### src/rtl/clkbank_pkg.sv
package clkbank_pkg;
  localparam int unsigned SEL_W_DEF   = 3;
  localparam int unsigned DIV_W_DEF   = 6;
  localparam int unsigned MAX_DIV_DEF = 63;
  localparam int unsigned OUTS_DEF    = 3;
  localparam int unsigned NUM_BANKS   = 2;

  // A divide value is usable when it lies in [2, maxd]
  function automatic bit div_is_legal(input int unsigned d, input int unsigned maxd);
    return (d >= 2) && (d <= maxd);
  endfunction

  // Illegal values fall back to the ceiling
  function automatic int unsigned div_sanitize(input int unsigned d, input int unsigned maxd);
    return div_is_legal(d, maxd) ? d : maxd;
  endfunction
endpackage

### src/rtl/clkbank_sel_sync.sv
module clkbank_sel_sync #(
  parameter int unsigned SEL_W = 3
) (
  input  logic             clk,
  input  logic             rst_n,
  input  logic [SEL_W-1:0] sel_in,
  output logic [SEL_W-1:0] sel_s
);
  logic [SEL_W-1:0] sel_meta;
  logic [1:0]       age;

  always_ff @(posedge clk or negedge rst_n) begin
    if (!rst_n) begin
      sel_meta <= '1;
      sel_s    <= '1;
    end else begin
      sel_meta <= sel_in;
      sel_s    <= sel_meta;
    end
  end

  always_ff @(posedge clk or negedge rst_n) begin
    if (!rst_n)         age <= '0;
    else if (age != 2'd2) age <= age + 2'd1;
  end

  // two-stage latency once two edges have passed since reset
  assert_sync_delay_R2: assert property (@(posedge clk) disable iff (!rst_n)
    (age == 2'd2) |-> (sel_s == $past(sel_in, 2)));
endmodule

### src/rtl/clkbank_div.sv
module clkbank_div #(
  parameter int unsigned DIV_W   = 6,
  parameter int unsigned MAX_DIV = 63
) (
  input  logic             clk,
  input  logic             rst_n,
  input  logic [DIV_W-1:0] div_in,
  output logic             div_clk
);
  logic             started;
  logic [DIV_W-1:0] cnt, div_q;
  logic             pos_q, neg_q;
  logic [DIV_W-1:0] cnt_nx, half_q;
  logic             period_end;

  assign cnt_nx     = cnt + 1'b1;
  assign half_q     = div_q >> 1;
  assign period_end = !started || (cnt == div_q - 1'b1);

  always_ff @(posedge clk or negedge rst_n) begin
    if (!rst_n) begin
      started <= 1'b0;
      cnt     <= '0;
      div_q   <= '0;
      pos_q   <= 1'b0;
    end else begin
      started <= 1'b1;
      if (period_end) begin
        div_q <= div_in;
        cnt   <= '0;
        pos_q <= 1'b1;
      end else begin
        cnt   <= cnt_nx;
        pos_q <= (cnt_nx < half_q);
      end
    end
  end

  // Half-cycle extension for odd divides
  always_ff @(negedge clk or negedge rst_n) begin
    if (!rst_n) neg_q <= 1'b0;
    else        neg_q <= pos_q;
  end

  assign div_clk = pos_q | (neg_q & div_q[0]);

  // counter stays inside the current period
  assert_cnt_range_R4: assert property (@(posedge clk) disable iff (!rst_n)
    started |-> (cnt < div_q));
  // the divide register only moves at a period start
  assert_load_boundary_R7: assert property (@(posedge clk) disable iff (!rst_n)
    (started && $past(started) && (div_q != $past(div_q))) |-> (cnt == '0));
  // the divider never runs with an illegal value
  assert_div_legal_R8: assert property (@(posedge clk) disable iff (!rst_n)
    started |-> ((div_q >= 2) && (div_q <= MAX_DIV)));
  // quiet before the first period starts
  assert_quiet_start_R10: assert property (@(posedge clk) disable iff (!rst_n)
    !started |-> !div_clk);
endmodule

### src/rtl/clkbank_top.sv
module clkbank_top
  import clkbank_pkg::*;
#(
  parameter  int unsigned SEL_W   = SEL_W_DEF,
  parameter  int unsigned DIV_W   = DIV_W_DEF,
  parameter  int unsigned MAX_DIV = MAX_DIV_DEF,
  parameter  int unsigned OUTS    = OUTS_DEF,
  localparam int unsigned NCFG    = 1 << SEL_W,
  localparam int unsigned NOUT    = NUM_BANKS * OUTS,
  localparam int unsigned EW      = NUM_BANKS * DIV_W + NOUT + 1
) (
  input  logic               clk_src,
  input  logic               pd_n,
  input  logic [SEL_W-1:0]   cfg_sel,
  input  logic [NCFG*EW-1:0] cfg_table,
  output logic [NOUT-1:0]    clk_out,
  output logic [NOUT-1:0]    out_en,
  output logic               drive_hi,
  output logic               cfg_err
);
  logic [SEL_W-1:0]     sel_s;
  logic [EW-1:0]        entry;
  logic [NOUT-1:0]      en_field;
  logic [NUM_BANKS-1:0] bank_clk;
  logic [NUM_BANKS-1:0] bank_bad;

  clkbank_sel_sync #(.SEL_W(SEL_W)) u_sync (
    .clk(clk_src), .rst_n(pd_n), .sel_in(cfg_sel), .sel_s(sel_s)
  );

  assign entry    = cfg_table[sel_s*EW +: EW];
  assign en_field = entry[NUM_BANKS*DIV_W +: NOUT];
  assign drive_hi = entry[EW-1];
  assign cfg_err  = |bank_bad;
  assign out_en   = pd_n ? en_field : '0;

  for (genvar b = 0; b < NUM_BANKS; b++) begin : g_bank
    logic [DIV_W-1:0] raw_div, fix_div;
    assign raw_div     = entry[b*DIV_W +: DIV_W];
    assign bank_bad[b] = !div_is_legal(int'(raw_div), MAX_DIV);
    assign fix_div     = DIV_W'(div_sanitize(int'(raw_div), MAX_DIV));

    clkbank_div #(.DIV_W(DIV_W), .MAX_DIV(MAX_DIV)) u_div (
      .clk(clk_src), .rst_n(pd_n), .div_in(fix_div), .div_clk(bank_clk[b])
    );

    for (genvar o = 0; o < OUTS; o++) begin : g_out
      assign clk_out[b*OUTS+o] = bank_clk[b] & en_field[b*OUTS+o] & pd_n;
    end
  end
endmodule

### config.mk
export PLATFORM = sky130hd
export DESIGN_NAME = clkbank_top
export DESIGN_NICKNAME = d
export VERILOG_FILES = /design/src/rtl/clkbank_pkg.sv /design/src/rtl/clkbank_sel_sync.sv /design/src/rtl/clkbank_div.sv /design/src/rtl/clkbank_top.sv
export SDC_FILE = /design/constraint.sdc
export NUM_CORES = 1
export LEC_CHECK = 0
export ABC_AREA = 1
export BUFFER_PORTS_ARGS = -buffer_cell sky130_fd_sc_hd__buf_2
export CELL_PAD_IN_SITES_DETAIL_PLACEMENT = 1
export CELL_PAD_IN_SITES_GLOBAL_PLACEMENT = 1
export CORE_MARGIN = 10
export CORE_UTILIZATION = 35
export DETAILED_ROUTE_END_ITERATION = 6
export HOLD_SLACK_MARGIN = 0.02
export PLACE_DENSITY = 0.94
export SYNTH_ARGS = -nofsm -noshare
export SYNTH_HDL_FRONTEND = slang
export SYNTH_SLANG_ARGS = --single-unit
### constraint.sdc
create_clock -name clk_src -period 2.5 [get_ports clk_src]
set_input_delay 0.25 -clock clk_src [delete_from_list [all_inputs] [get_ports clk_src]]
set_output_delay 0.25 -clock clk_src [all_outputs]
set_load 0.05 [all_outputs]
Word-level counts from Yosys, hierarchy flattened
Index checks and enable logic that the tools add are counted.
{"block": "op_classes", "addsub": 4, "mul": 1, "magnitude_cmp": 4, "n_eq_ne": 2, "shifts": 1, "muxes": 7, "bitwise": 16, "reduce_logical": 6}
{"cell": "$shiftx 152x9->19", "n": 1}
{"cell": "$mux 6", "n": 5}
{"cell": "$and 1x1->1", "n": 14}
{"cell": "$add 6x1->6 const B", "n": 2}
{"cell": "$eq 6x6->1", "n": 2}
{"cell": "$ge 6x2->1 const B", "n": 2}
{"cell": "$lt 6x5->1", "n": 2}
{"cell": "$sub 6x1->6 const B", "n": 2}
{"cell": "$mul 3x5->8 const B", "n": 1}
{"cell": "$logic_not 1->1", "n": 3}
{"cell": "$logic_or 1x1->1", "n": 2}
{"cell": "$mux 1", "n": 2}
{"cell": "$or 1x1->1", "n": 2}
{"cell": "$reduce_or 2->1", "n": 1}
{"block": "totals", "regBits": 35, "out_inout_bits": 14, "elab_cells": 52}

Logic depth before layout (Yosys ltp)
{"block": "logic_depth", "word_depth": 5, "ltp_mapped": 13}

Modules after synthesis
From an unflattened synthesis, not the netlist that was laid out.
{"block": "unflattened", "cells_unflattened": 659, "hier_area_um2": 3871.2}
{"mod": "clkbank_top", "n_inst": 1, "cells_per_inst": 403, "area_each_um2": 1776.7, "seq_area_each_um2": 0.0}
{"mod": "clkbank_div at g_bank[1].u_div", "n_inst": 1, "cells_per_inst": 125, "area_each_um2": 969.7, "seq_area_each_um2": 375.4}
{"mod": "clkbank_div at g_bank[0].u_div", "n_inst": 1, "cells_per_inst": 125, "area_each_um2": 967.2, "seq_area_each_um2": 375.4}
{"mod": "clkbank_sel_sync", "n_inst": 1, "cells_per_inst": 6, "area_each_um2": 157.7, "seq_area_each_um2": 157.7}

==> summary.txt <==
status: finished with violations
violated checks: setup timing
Synth Area in Adders: 3.86%
met3 usage: 4.31%
Clock Sinks: 35
H-tree depth: 2
top cell type by total area after synthesis: dfrtp_1
final-report max-slew violation count: 0
ys flop type: dfrtp_1
vias in the first global route: 5004
Hold Fails Final Rpt: 0
top-area cell type share of the netlist area: 17.4%
crit end category: primary output
Synth area leaders: dfrtp_1 17%, nand2_1 17%, nand3_1 11%
synthesis-to-finish area growth: 34.4%
busiest layer in global routing: met2
via count of the routed design: 4744
Netlist Area Pre-Place: 3890 sq um
Via density: 5.01
number of synthesized flops with an enable pin: 0
post-cts hold buffer count: 0
DRT iter0 DRCs: 219
startpoint types: register
Seq/Total Area, Yosys: 22.7%
largest stage delay on the critical path: 0.42 ns
Mapped Cells: 639
initial antenna violation count: 1
die height: 125 microns
worst-margin pin slew: 0.633 ns
Worst Path Max Fanout: 3
Pleak: 3.04 nW
root buffer cell: clkbuf_8
distinct cell type count after synthesis: 40
WS Path Type: reg2out
worst slack at placement: -0.00648 ns
final setup TNS: -0.857 ns
die width: 125 microns
storage element area: 883 sq um
DR WL/cell: 17.1 microns
hold_ws: 0.0320 ns
RSZ-0062 raised after global routing: true
Initial Util: 35.8%
first-pass GRT wire length: 24700 microns
arrival time worst endpoint: 2.42 ns
# IOs: 171
Num CTS Buffers: 5
average cell area after synthesis: 6.09 sq um
routing usage on met2: 34.0%
post-route cell area: 5230 sq um
dpl cells: 927
Tot Pwr: 2.20 mW
row cnt: 38
later-pin clock latency in the skew report: 0.30 ns
CTS tree: yes
mux contribution to synthesized area: 0%
largest net degree at the start of global routing: 39
Hold Crit Class: in2async
Fillers: 1521
commonest non-fill, non-tap cell in the layout: nand2_1
Reg clk slew, reported paths: 0.07 ns
Synth Area in XOR/XNOR: 5.04%
port bufs: 170
die area: 15700 sq um
post-synth net total: 808
Rel. slew slack: 57.8%
post-synthesis simple-gate area fraction: 39.6%
placed instance area: 4800 sq um
Post-DRT Antenna Nets: 0
reg2reg setup slack: 0.49 ns
sum of routed wire length over all layers: 16200 microns
crit-path cells: a21oi_4, nor3_2, buf_6
Worst Skew: 0.00766 ns
Async SR Flop Fraction: 100%
peak supply drop: 0.000202 V
Critical Path RT: 2.25 ns
setup ws final: -0.172 ns
layout cells sized above 1: 31.5%
multi-input logic area: 2400 sq um
yosys warns: 0
M1 GR Usage: 21.0%
clk buf depth: 2
Seq cells post-synth: 35
Non-Filler Instances: 947
# DRC: 0
most frequent cells in the layout: 171 x nand2_1, 159 x buf_2, 110 x inv_1, 89 x nand3_1, 53 x nor2_1
core area: 10900 sq um
Pwr per Cell Area: 421 nW/um^2
Final setup viols: 6
Global Route Usage Sum: 18.5%
complex-gate fraction of the synthesized area: 10.4%
largest family of logic cells by synthesized area: simple AND/OR/NAND/NOR gates
Critical-path top delay cell: dfrtn_1
total grt overflow: 0
Initial DRT Pass Iterations: 4
GP Congestion: 0.875
max_cap viols: 0
Layout Utilization: 48.0%
nets@finish: 974
hpwl dp: 12000 microns
-- repair_timing --
item / in CTS / in global routing
endpoints found under the setup margin: 10 / 13
endpoints found under the hold margin: 0 / 0
pin swaps: 8 / 4
setup buffers: 2 / 6
resized for setup: 20 / 28
gates cloned: 1 / 2
-- Yosys cell counts (2+ instances only) --
master and instances:
o21ai_1 4, o21ai_0 32, dfrtp_1 27, dfstp_2 6, buf_2 8, nand3_2 3, nor3_1 6, dfrtn_1 2
o21ai_2 3, nand3_1 89, nand4_1 2, buf_4 8, o22ai_1 14, nor2_2 3, clkinv_1 2, buf_6 9
nand2_2 12, inv_2 5, a21oi_1 7, xnor2_1 4, nor2_1 53, nand2_1 175, ha_1 12, nand3b_1 2
o21bai_1 8, inv_1 111, xor2_1 14, clkbuf_1 6
-- registers in the layout (all words and copies together) (netlist names) --
name and cells:
g_bank.u_div.neg_q 2, g_bank.u_div.pos_q 2, u_sync.sel_meta 3, g_bank.u_div.started 1, u_sync.sel_s 3, g_bank.u_div.div_q 12
g_bank.u_div.cnt 12
-- worst max-delay path: cells and delay by family (launching register included) --
kind / cells / cell delay [ns]
flops: 1 / 0.42
compound gates: 1 / 0.08
buf+inv: 1 / 0.19
simple gates: 1 / 0.18
-- area by class of cell --
cell class / count / share of cell area [%]
clock inverters: 1 / 0.144
flip-flops and latches: 35 / 16.9
multi-input cells: 452 / 45.9
inverters: 119 / 8.73
well taps: 140 / 3.35
repair buffers: 192 / 23.1
clock buffers: 7 / 1.84
diodes: 1 / 0.0478
-- cells by family after synthesis --
logic type | Yosys count
AOI/OAI and AO/OA | 70
xor gates and xnor gates | 20
adders and majority gates | 12
buffers and inverters | 152
DFF | 35
other | 1
and+or+nand+nor | 349
-- worst paths after layout --
| path | to | from | cells after the start |
|---|---|---|---|
| worst max-delay path | clk_out[2] | g_bank[0].u_div.neg_q$_DFF_NN0_ | 3 |
| worst min-delay path | g_bank[0].u_div.pos_q$_DFF_PN0_ | pd_n | 2 |
| worst max register to register | g_bank[1].u_div.div_q[4]$_DFFE_PN0P_ | u_sync.sel_s[0]$_DFF_PN1_ | 11 |
| worst min register to register | u_sync.sel_s[1]$_DFF_PN1_ | u_sync.sel_meta[1]$_DFF_PN1_ | 0 |
| max in group asynchronous | g_bank[0].u_div.neg_q$_DFF_NN0_ | pd_n | 1 |
| min in group clk_src | u_sync.sel_meta[0]$_DFF_PN1_ | cfg_sel[0] | 1 |
-- where the power goes --
| part | internal (mW) | switching [mW] |
|---|---|---|
| combinational | 0.422 | 0.598 |
| sequential | 0.629 | 0.0912 |
| clock | 0.251 | 0.213 |
| total | 1.30 | 0.902 |
-- routing by layer --
layer / routed length [microns] / vias to the layer above / share of wire [%]
li1: - / 2312 / -
met1: 6390 / 2236 / 39
met2: 8300 / 169 / 51
met3: 1200 / 27 / 7.4
met4: 325 / 0 / 2.0
met5: 0 / - / 0
Note: power is estimated with default switching activity, not from simulation.
